===== config.mk =====
export PLATFORM = sky130hd
export DESIGN_NAME = frac_spread_div
export DESIGN_NICKNAME = d
export VERILOG_FILES = /design/src/rtl/fdiv_pkg.sv /design/src/rtl/fdiv_spread_gen.sv /design/src/rtl/fdiv_ratio_sel.sv /design/src/rtl/fdiv_period_gen.sv /design/src/rtl/frac_spread_div.sv
export SDC_FILE = /design/constraint.sdc
export NUM_CORES = 1
export LEC_CHECK = 0
export CELL_PAD_IN_SITES_DETAIL_PLACEMENT = 0
export CELL_PAD_IN_SITES_GLOBAL_PLACEMENT = 2
export CORE_MARGIN = 1.5
export CORE_UTILIZATION = 25
export DETAILED_ROUTE_END_ITERATION = 10
export PLACE_DENSITY_LB_ADDON = 0.3
export SETUP_SLACK_MARGIN = 0.15
export SLEW_MARGIN = 10
export SYNTH_ARGS = -nofsm -noshare
export SYNTH_HDL_FRONTEND = slang
export SYNTH_SLANG_ARGS = --single-unit

===== constraint.sdc =====
create_clock -name clk_i -period 23.9 [get_ports clk_i]
set_clock_uncertainty 0.2 [all_clocks]
set_input_delay 2.39 -clock clk_i [delete_from_list [all_inputs] [get_ports clk_i]]
set_output_delay 2.39 -clock clk_i [all_outputs]
set_load 0.05 [all_outputs]

===== src/rtl/fdiv_pkg.sv =====
package fdiv_pkg;

    localparam int INT_W   = 16;
    localparam int FRAC_W  = 16;
    localparam int RATIO_W = INT_W + FRAC_W;
    localparam int OFF_W   = 16;
    localparam int RATE_W  = 4;
    localparam int PHASE_W = 8;
    localparam int CNT_W   = INT_W + 1;

    typedef enum logic {
        SPREAD_DOWN   = 1'b0,
        SPREAD_CENTER = 1'b1
    } spread_kind_e;

    typedef struct packed {
        logic [INT_W-1:0]  whole;
        logic [FRAC_W-1:0] frac;
    } ratio_t;

    typedef enum logic {
        RAMP_UP   = 1'b0,
        RAMP_DOWN = 1'b1
    } ramp_dir_e;

    localparam ratio_t MIN_RATIO = '{whole: INT_W'(2), frac: '0};
    localparam ratio_t MAX_RATIO = '{whole: '1, frac: '1};

    function automatic logic [CNT_W-1:0] low_part(input logic [CNT_W-1:0] d);
        return d >> 1;
    endfunction

endpackage


===== src/rtl/fdiv_spread_gen.sv =====
module fdiv_spread_gen
    import fdiv_pkg::*;
(
    input  logic              clk_i,
    input  logic              rst_i,
    input  logic              active_i,
    input  logic              adv_i,
    input  logic [OFF_W-1:0]  depth_i,
    input  logic [RATE_W-1:0] rate_i,
    output logic [OFF_W-1:0]  offset_o
);
    localparam int TURN_W = 1 << RATE_W;

    ramp_dir_e          dir_q;
    logic [TURN_W-1:0]  pos_q;
    logic [OFF_W-1:0]   off_q;
    logic [OFF_W-1:0]   step;
    logic [TURN_W-1:0]  last_pos;

    always_comb begin
        step     = depth_i >> rate_i;
        last_pos = TURN_W'((33'd1 << rate_i) - 33'd1);
    end

    always_ff @(posedge clk_i) begin
        if (rst_i || !active_i) begin
            dir_q <= RAMP_UP;
            pos_q <= '0;
            off_q <= '0;
        end else if (adv_i) begin
            if (dir_q == RAMP_UP) begin
                off_q <= off_q + step;
            end else begin
                off_q <= off_q - step;
            end
            if (pos_q == last_pos) begin
                pos_q <= '0;
                dir_q <= (dir_q == RAMP_UP) ? RAMP_DOWN : RAMP_UP;
            end else begin
                pos_q <= pos_q + 1'b1;
            end
        end
    end

    assign offset_o = off_q;

endmodule


===== src/rtl/fdiv_ratio_sel.sv =====
module fdiv_ratio_sel
    import fdiv_pkg::*;
(
    input  logic [RATIO_W-1:0] ratio_i,
    input  logic               active_i,
    input  spread_kind_e       kind_i,
    input  logic [OFF_W-1:0]   depth_i,
    input  logic [OFF_W-1:0]   offset_i,
    output ratio_t             eff_o
);
    localparam int WIDE_W = RATIO_W + 2;

    logic [WIDE_W-1:0] wide;

    always_comb begin
        wide = {2'b00, ratio_i};
        if (active_i) begin
            wide = wide + WIDE_W'(offset_i);
            if (kind_i == SPREAD_CENTER) begin
                wide = wide - WIDE_W'(depth_i >> 1);
            end
        end
        if (wide[WIDE_W-1]) begin
            eff_o = MIN_RATIO;
        end else if (wide[WIDE_W-2]) begin
            eff_o = MAX_RATIO;
        end else if (wide[RATIO_W-1:0] < MIN_RATIO) begin
            eff_o = MIN_RATIO;
        end else begin
            eff_o = ratio_t'(wide[RATIO_W-1:0]);
        end
    end

endmodule


===== src/rtl/fdiv_period_gen.sv =====
module fdiv_period_gen
    import fdiv_pkg::*;
(
    input  logic               clk_i,
    input  logic               rst_i,
    input  ratio_t             eff_i,
    input  logic               skip_phase_i,
    input  logic [PHASE_W-1:0] phase_i,
    output logic               load_o,
    output logic [CNT_W-1:0]   div_o,
    output logic               clk_o
);
    logic                started_q;
    logic [PHASE_W-1:0]  dly_q;
    logic [CNT_W-1:0]    cnt_q;
    logic [CNT_W-1:0]    low_q;
    logic [FRAC_W-1:0]   acc_q;
    logic                clk_q;
    logic [FRAC_W:0]     sum;

    always_comb begin
        sum    = {1'b0, acc_q} + {1'b0, eff_i.frac};
        div_o  = {1'b0, eff_i.whole} + CNT_W'(sum[FRAC_W]);
        if (started_q) begin
            load_o = (cnt_q == '0);
        end else begin
            load_o = skip_phase_i || (dly_q >= phase_i);
        end
    end

    always_ff @(posedge clk_i) begin
        if (rst_i) begin
            started_q <= 1'b0;
            dly_q     <= '0;
            cnt_q     <= '0;
            low_q     <= '0;
            acc_q     <= '0;
            clk_q     <= 1'b0;
        end else if (load_o) begin
            started_q <= 1'b1;
            cnt_q     <= div_o - CNT_W'(1);
            low_q     <= low_part(div_o);
            acc_q     <= sum[FRAC_W-1:0];
            clk_q     <= 1'b1;
        end else if (!started_q) begin
            dly_q <= dly_q + 1'b1;
        end else begin
            cnt_q <= cnt_q - CNT_W'(1);
            if (cnt_q == low_q) begin
                clk_q <= 1'b0;
            end
        end
    end

    assign clk_o = clk_q;

endmodule


===== src/rtl/frac_spread_div.sv =====
module frac_spread_div
    import fdiv_pkg::*;
(
    input  logic                clk_i,
    input  logic                rst_i,
    input  logic [31:0]         ratio_i,
    input  logic                spread_en_i,
    input  logic                spread_center_i,
    input  logic                spread_dis_i,
    input  logic [15:0]         spread_depth_i,
    input  logic [3:0]          spread_rate_i,
    input  logic [7:0]          phase_i,
    output logic                clk_o
);
    logic             spread_act;
    logic             period_load;
    logic [CNT_W-1:0] div_sel;
    logic [OFF_W-1:0] spread_off;
    ratio_t           eff_ratio;
    spread_kind_e     kind;

    assign spread_act = spread_en_i && !spread_dis_i;
    assign kind       = spread_kind_e'(spread_center_i);

    fdiv_spread_gen u_ramp (
        .clk_i    (clk_i),
        .rst_i    (rst_i),
        .active_i (spread_act),
        .adv_i    (period_load),
        .depth_i  (spread_depth_i),
        .rate_i   (spread_rate_i),
        .offset_o (spread_off)
    );

    fdiv_ratio_sel u_sel (
        .ratio_i  (ratio_i),
        .active_i (spread_act),
        .kind_i   (kind),
        .depth_i  (spread_depth_i),
        .offset_i (spread_off),
        .eff_o    (eff_ratio)
    );

    fdiv_period_gen u_per (
        .clk_i        (clk_i),
        .rst_i        (rst_i),
        .eff_i        (eff_ratio),
        .skip_phase_i (spread_act),
        .phase_i      (phase_i),
        .load_o       (period_load),
        .div_o        (div_sel),
        .clk_o        (clk_o)
    );

endmodule


==> out/metrics.yaml, run 1 <==
postCtsHoldBufs: 0
cts-root-buf: "clkbuf_16"
synthAdderAreaFrac: 0.0895
hold_viol: 0
synthCells: 1639
dr_total_vias: 11800
clock_sinks: 92
grt_setup_unrepaired: "no"
tritoncts: "done"
netlist.area_leader.share: 0.158
clk_pin_slew_ps: 80
crit_family: "compound AO/OA/AOI/OAI gates"
drt_iter0_drc: 806
synth.cell_area_um2: 11700
htree_levels: 3
r2r-start: "u_ramp.offset_o[0]"
die_w_um: 219
start_kind: "input port"
fin_crit_ps: 14860
syn2layout_area_growth_pct: 12.7
dieArea_um2: 48000
fmax_mhz: 67.3
synth-edff-count: 0
worstPathArrival_ps: 14930
rr_worst_depth: 54
synth_nets: 1785
synth_top_family_by_area: "compound AO/OA/AOI/OAI gates"
yosysSeqAreaShare: 0.158
ys_ff_latch: 92
period_share: 0.622
ant_nets: 0
cpMostUsedCell: "a21oi_1"
ios: 66
remaining_drc_errors: 0
yosysTopAreaCell: "dfxtp_1"
slowest_delay_ps: 670
synth_area_per_cell_um2: 7.12
maxCapViolations: 0
setup_ws_ps: 9040
dp_slack_ps: 8680
drive_above_1_share: 0.0542
fillers: 5058
grt_pass1_vias: 11400
cts_resized: 0
synth-warning-count: 0
cp-endpoint: "u_per.cnt_q[16]"
start_util: 0.255
grt_overflow: 0
status: "completed"
r2r_slack_ps: 11230
dpl_cell_area_um2: 12800
tns_ps: 0
grt_pass1_wl_mm: 65.7
yosys.area_share.xor_xnor: 0.109
startpoint: "ratio_i[0]"
core_area_um2: 45700
leakage_nw: 5.02
grt_antenna_before_repair: 0
path_depth: 55
synth_simple_gate_area_frac: 0.261
core.rowCount: 78
r2r_end: "u_per.cnt_q[16]"
grt_usage: 0.176
slew_violations: 0
worst_slew_pin_slew_ps: 1360
cts_buffer_depth: 2
yosys-mux-area-fraction: 0.0387
insertedDiodeCount: 0
drt-vias-per-instance: 5.27
synthDistinctLibCells: 102
cp-end-kind: "flip-flop"
cts_buffers: 9
place_congestion: 0.866
setup_viol: 0
layout.nets: 1783
grt_max_degree: 68
critPathMaxFanout: 14
powerDensity_nw_per_um2: 44.8
io_buffers: 65
critPathBufInv: 2
synth_ff_type: "dfxtp_1"
synth-async-reset-ratio: 0
die_y_um: 219
wire_per_inst_um: 18.7
clock_latency_ps: 380
timing.slew.headroom: 0.0826
required_ps: 23970
critical_path_class: "input port to flip-flop"
post_cts_buffers: 0
slowest_stage: "o31ai_1"
synth_compound_area_frac: 0.290
place_hpwl_mm: 33.2
netlist_top_cells_area: "dfxtp_1, ha_1, a21oi_1, nand2_1, xnor2_1"
peakVddDrop_v: 0.0000554
hold_path_class: "flip-flop to flip-flop"
finish.instance_area_um2: 13100
routed_wirelength_mm: 41.8
first_pass_iters: 5
worst min path at each step:
| stage | startpoint | to | cells past startpoint |
|---|---|---|---|
| finish | u_per.acc_q[10] | u_per.acc_q[10] | 2 |
| global route | u_per.acc_q[4] | u_per.acc_q[4] | 2 |
| CTS | u_per.acc_q[15] | u_per.acc_q[15] | 2 |
| global placement | u_per.acc_q[13] | u_per.acc_q[13] | 2 |
| floorplan | u_per.acc_q[10] | u_per.acc_q[10] | 2 |
| detailed placement | u_per.acc_q[15] | u_per.acc_q[15] | 2 |
sequential cells by signal, indices dropped and copies added, names as in the netlist:
register         flops
u_ramp.offset_o     16
u_ramp.dir_q         1
u_per.low_q         16
u_per.dly_q          8
u_per.started_q      1
u_per.cnt_q         17
u_ramp.pos_q        16
u_per.clk_o          1
u_per.acc_q         16
power breakdown:
group | leakage [nW] | switching [W] | internal, W
clock network | 0.159 | 0.0000748 | 0.0000934
logic | 4.11 | 0.000146 | 0.0000982
registers | 0.751 | 0.0000116 | 0.000165
total | 5.02 | 0.000233 | 0.000357
layer usage:
metal  vias up  wire length, um  GRT usage
met5         -                0          0
met1      5598            19900      0.233
li1       5951                -          -
met3        36             1330     0.0205
met4         0              663     0.0459
met2       233            20000      0.302
cell families (layout without fill, tap and decap cells):
family,Yosys count,count (layout)
AO/OA/AOI/OAI,502,502
XOR/XNOR,145,145
adder cells (fa/ha/maj),81,81
buffers and inverters,159,162
flip-flops,92,92
multiplexers,42,42
AND/OR/NAND/NOR,618,618
final cells by class:
cell class / count / area [um^2] / share of cell area
Inverter: 67 / 251 / 0.0191
Timing Repair Buffer: 79 / 751 / 0.0571
Multi-Input combinational cell: 1388 / 9220 / 0.701
Sequential cell: 92 / 1840 / 0.140
Clock inverter: 7 / 105 / 0.00800
Tap cell: 600 / 751 / 0.0571
Clock buffer: 9 / 225 / 0.0171
synth_stat cells (all sizes together), types with 5 or more instances:
library cell  count
nand2b           17
clkbuf           63
o21ai           100
a211o             5
o211a             7
mux2              5
a211oi           23
nor4             23
a21boi            8
a311o             5
or4               5
a31o              5
o31ai             8
o21bai           19
a311oi            7
nor3             36
xor2             68
o22ai             6
or2               8
a2111oi           6
inv              67
xnor2            77
dfxtp            92
buf              29
nand4            34
a21oi           163
a21o             25
and2             15
nand2           192
a31oi            25
ha               77
mux2i            35
nor2b            18
o2111ai           8
and4              8
nand3            48
o21a             19
nor2            157
or3              26
o211ai           18
and3             17
layout by cell type, fill, tap and decap left out, types with 21 or more instances in the layout:
master / instances
nor4_1: 21
nand3_1: 46
xor2_1: 68
or3_1: 24
mux2i_1: 35
nor3_1: 33
nor2_1: 157
nand4_1: 34
ha_1: 77
a21o_1: 25
clkdlybuf4s50_1: 64
a21oi_1: 160
dfxtp_1: 92
inv_1: 67
o21ai_0: 92
xnor2_1: 77
a31oi_1: 22
nand2_1: 191
worst reg2reg max path, delay by kind of cell, from the launching register on:
| family | cells | cell delay [ps] |
|---|---|---|
| compound gates | 28 | 5530 |
| xor+xnor | 1 | 210 |
| fa+ha+maj | 6 | 2090 |
| buf+inv | 1 | 70 |
| flops | 1 | 360 |
| mux | 1 | 190 |
| simple gates | 17 | 3960 |
per-stage QoR:
stage               total power, W  utilization  hold WS, ps  cells
detailed placement        0.000425        0.281          250   2226
global placement          0.000426        0.281          245   2226
CTS                       0.000599        0.288          262   2242
global route              0.000633        0.288          278   2242
floorplan                 0.000357            -          236   1639
finish                    0.000589        0.288          260   2242
Power figures use the tool's default switching activity.
==> run 2, diff against run 1 <==
==> constraint.sdc (replaced) <==
create_clock -name clk_i -period 15.39 [get_ports clk_i]
set_clock_uncertainty 0.2 [all_clocks]
set_input_delay 1.539 -clock clk_i [delete_from_list [all_inputs] [get_ports clk_i]]
set_output_delay 1.539 -clock clk_i [all_outputs]
set_load 0.05 [all_outputs]
==> run 2 against run 1 <==
  * Routed wire length decreased by 0.26%
  * Non-clock buffer count increased by 2
  * Setup slack got worse by 7600 ps
  * Critical endpoint unchanged
  * Largest cell class unchanged
  * Highest routed layer unchanged
==> out/metrics.yaml, run 2 (synthesized netlist as in run 1, its figures left out) <==
die_y_um: 219
tritoncts: "done"
dpl_cell_area_um2: 12800
hold_path_class: "flip-flop to flip-flop"
maxCapViolations: 0
hold_viol: 0
cpMostUsedCell: "a21oi_1"
status: "completed"
top_register: "u_per.cnt_q"
r2r_end: "u_per.cnt_q[16]"
start_util: 0.255
core_area_um2: 45700
final_common_cell: "nand2_1"
grt_pass1_vias: 11300
regArea_um2: 1840
tns_ps: 0
layout_common_cells: "nand2_1, a21oi_1, nor2_1, o21ai_0, dfxtp_1"
critPathBufInv: 3
top_layer: "met4"
switchingPower_w: 0.000364
leakage_nw: 5.02
setup_viol: 0
first_pass_iters: 5
period_share: 0.905
wl_met3_mm: 1.32
fmax_mhz: 71.8
layout.nets: 1785
io_buffers: 65
ios: 66
worstPathArrival_ps: 14010
hold_ws_ps: 261
r2r-start: "u_ramp.offset_o[0]"
peakVddDrop_v: 0.0000808
ant_nets: 0
drt-vias-per-instance: 5.26
htree_levels: 3
cts_buffers: 9
crit_family: "compound AO/OA/AOI/OAI gates"
clk_pin_slew_ps: 80
wire_per_inst_um: 18.6
post_cts_buffers: 0
grt_setup_unrepaired: "no"
p_int_w: 0.000540
syn2layout_area_growth_pct: 12.7
start_kind: "input port"
drt_iter0_drc: 846
met1_length_mm: 20.0
timing.slew.headroom: 0.422
dieArea_um2: 48000
core.rowCount: 78
dr_total_vias: 11800
routed_wirelength_mm: 41.7
die_w_um: 219
r2r_slack_ps: 2850
fin_crit_ps: 13930
hp-start: "u_per.acc_q[6]"
post-route-util: 0.288
swShare: 0.403
powerDensity_nw_per_um2: 68.8
cts_resized: 0
place_hpwl_mm: 33.1
cp-end-kind: "flip-flop"
rr_worst_depth: 55
min_to: "u_per.acc_q[6]"
finish.instance_area_um2: 13100
slowest_delay_ps: 600
clock_latency_ps: 380
drive_above_1_share: 0.0554
slowest_stage: "o31ai_1"
cts_buffer_depth: 2
worst_slew_pin_slew_ps: 855
p_clk_frac: 0.275
largest_register_ffs: 17
required_ps: 15460
postCtsHoldBufs: 0
grt_overflow: 0
slew_violations: 0
cts-root-buf: "clkbuf_16"
power.total_w: 0.000904
place_congestion: 0.855
route.met2.wl_mm: 19.8
grt_pass1_wl_mm: 65.5
insertedDiodeCount: 0
remaining_drc_errors: 0
power_frac_comb: 0.421
p_seq_frac: 0.304
grt_antenna_before_repair: 0
clock_sinks: 92
fillers: 5037
multiInputGateArea_um2: 9220
grt_max_degree: 53
critical_path_class: "input port to flip-flop"
min_path_cells: 2
critPathMaxFanout: 14
grt_usage: 0.176
-- run 2: through the flow --
step,setup slack [ps],cells
2_1_floorplan,3630,1639
3_3_place_gp,1310,2228
3_5_place_dp,1210,2228
4_1_cts,1540,2244
5_1_grt,459,2244
6_report,1460,2244
-- run 2: worst max path at each step --
stage	from	endpoint	cells past startpoint
after floorplan	ratio_i[0]	u_per.cnt_q[16]	57
after global placement	ratio_i[0]	u_per.cnt_q[16]	56
after detailed placement	ratio_i[0]	u_per.cnt_q[16]	56
after CTS	ratio_i[0]	u_per.cnt_q[16]	56
after global routing	ratio_i[0]	u_per.cnt_q[16]	56
final	ratio_i[0]	u_per.cnt_q[16]	56
-- run 2: per-layer routing --
metal / track usage / up-vias
li1: - / 5971
met1: 0.235 / 5569
met2: 0.296 / 224
met3: 0.0219 / 37
met4: 0.0454 / 0
met5: 0 / -
-- run 2: power by group through the flow --
stage                     sequential, W  clock, W  combinational (W)
after detailed placement       0.000280         0           0.000380
after CTS                      0.000275  0.000260           0.000382
after floorplan                0.000275         0           0.000280
final                          0.000275  0.000248           0.000381
after global placement         0.000280         0           0.000383
after global routing           0.000277  0.000267           0.000427
-- run 2: layout make-up --
type	count	area share
clock inverters	7	0.00695
repair buffers	81	0.0583
flip-flops and latches	92	0.140
inverters	67	0.0191
multi-input cells	1388	0.701
clock buffers	9	0.0171
well taps	600	0.0571
-- run 2: worst reg2reg max path: cells and delay by family, from the launching register on --
kind	cells	cell delay, ps
adders and majority gates	6	2140
and+or+nand+nor	17	3480
buffers and inverters	2	260
DFF	1	350
muxes	1	190
xor gates and xnor gates	1	230
AOI/OAI and AO/OA	28	5580
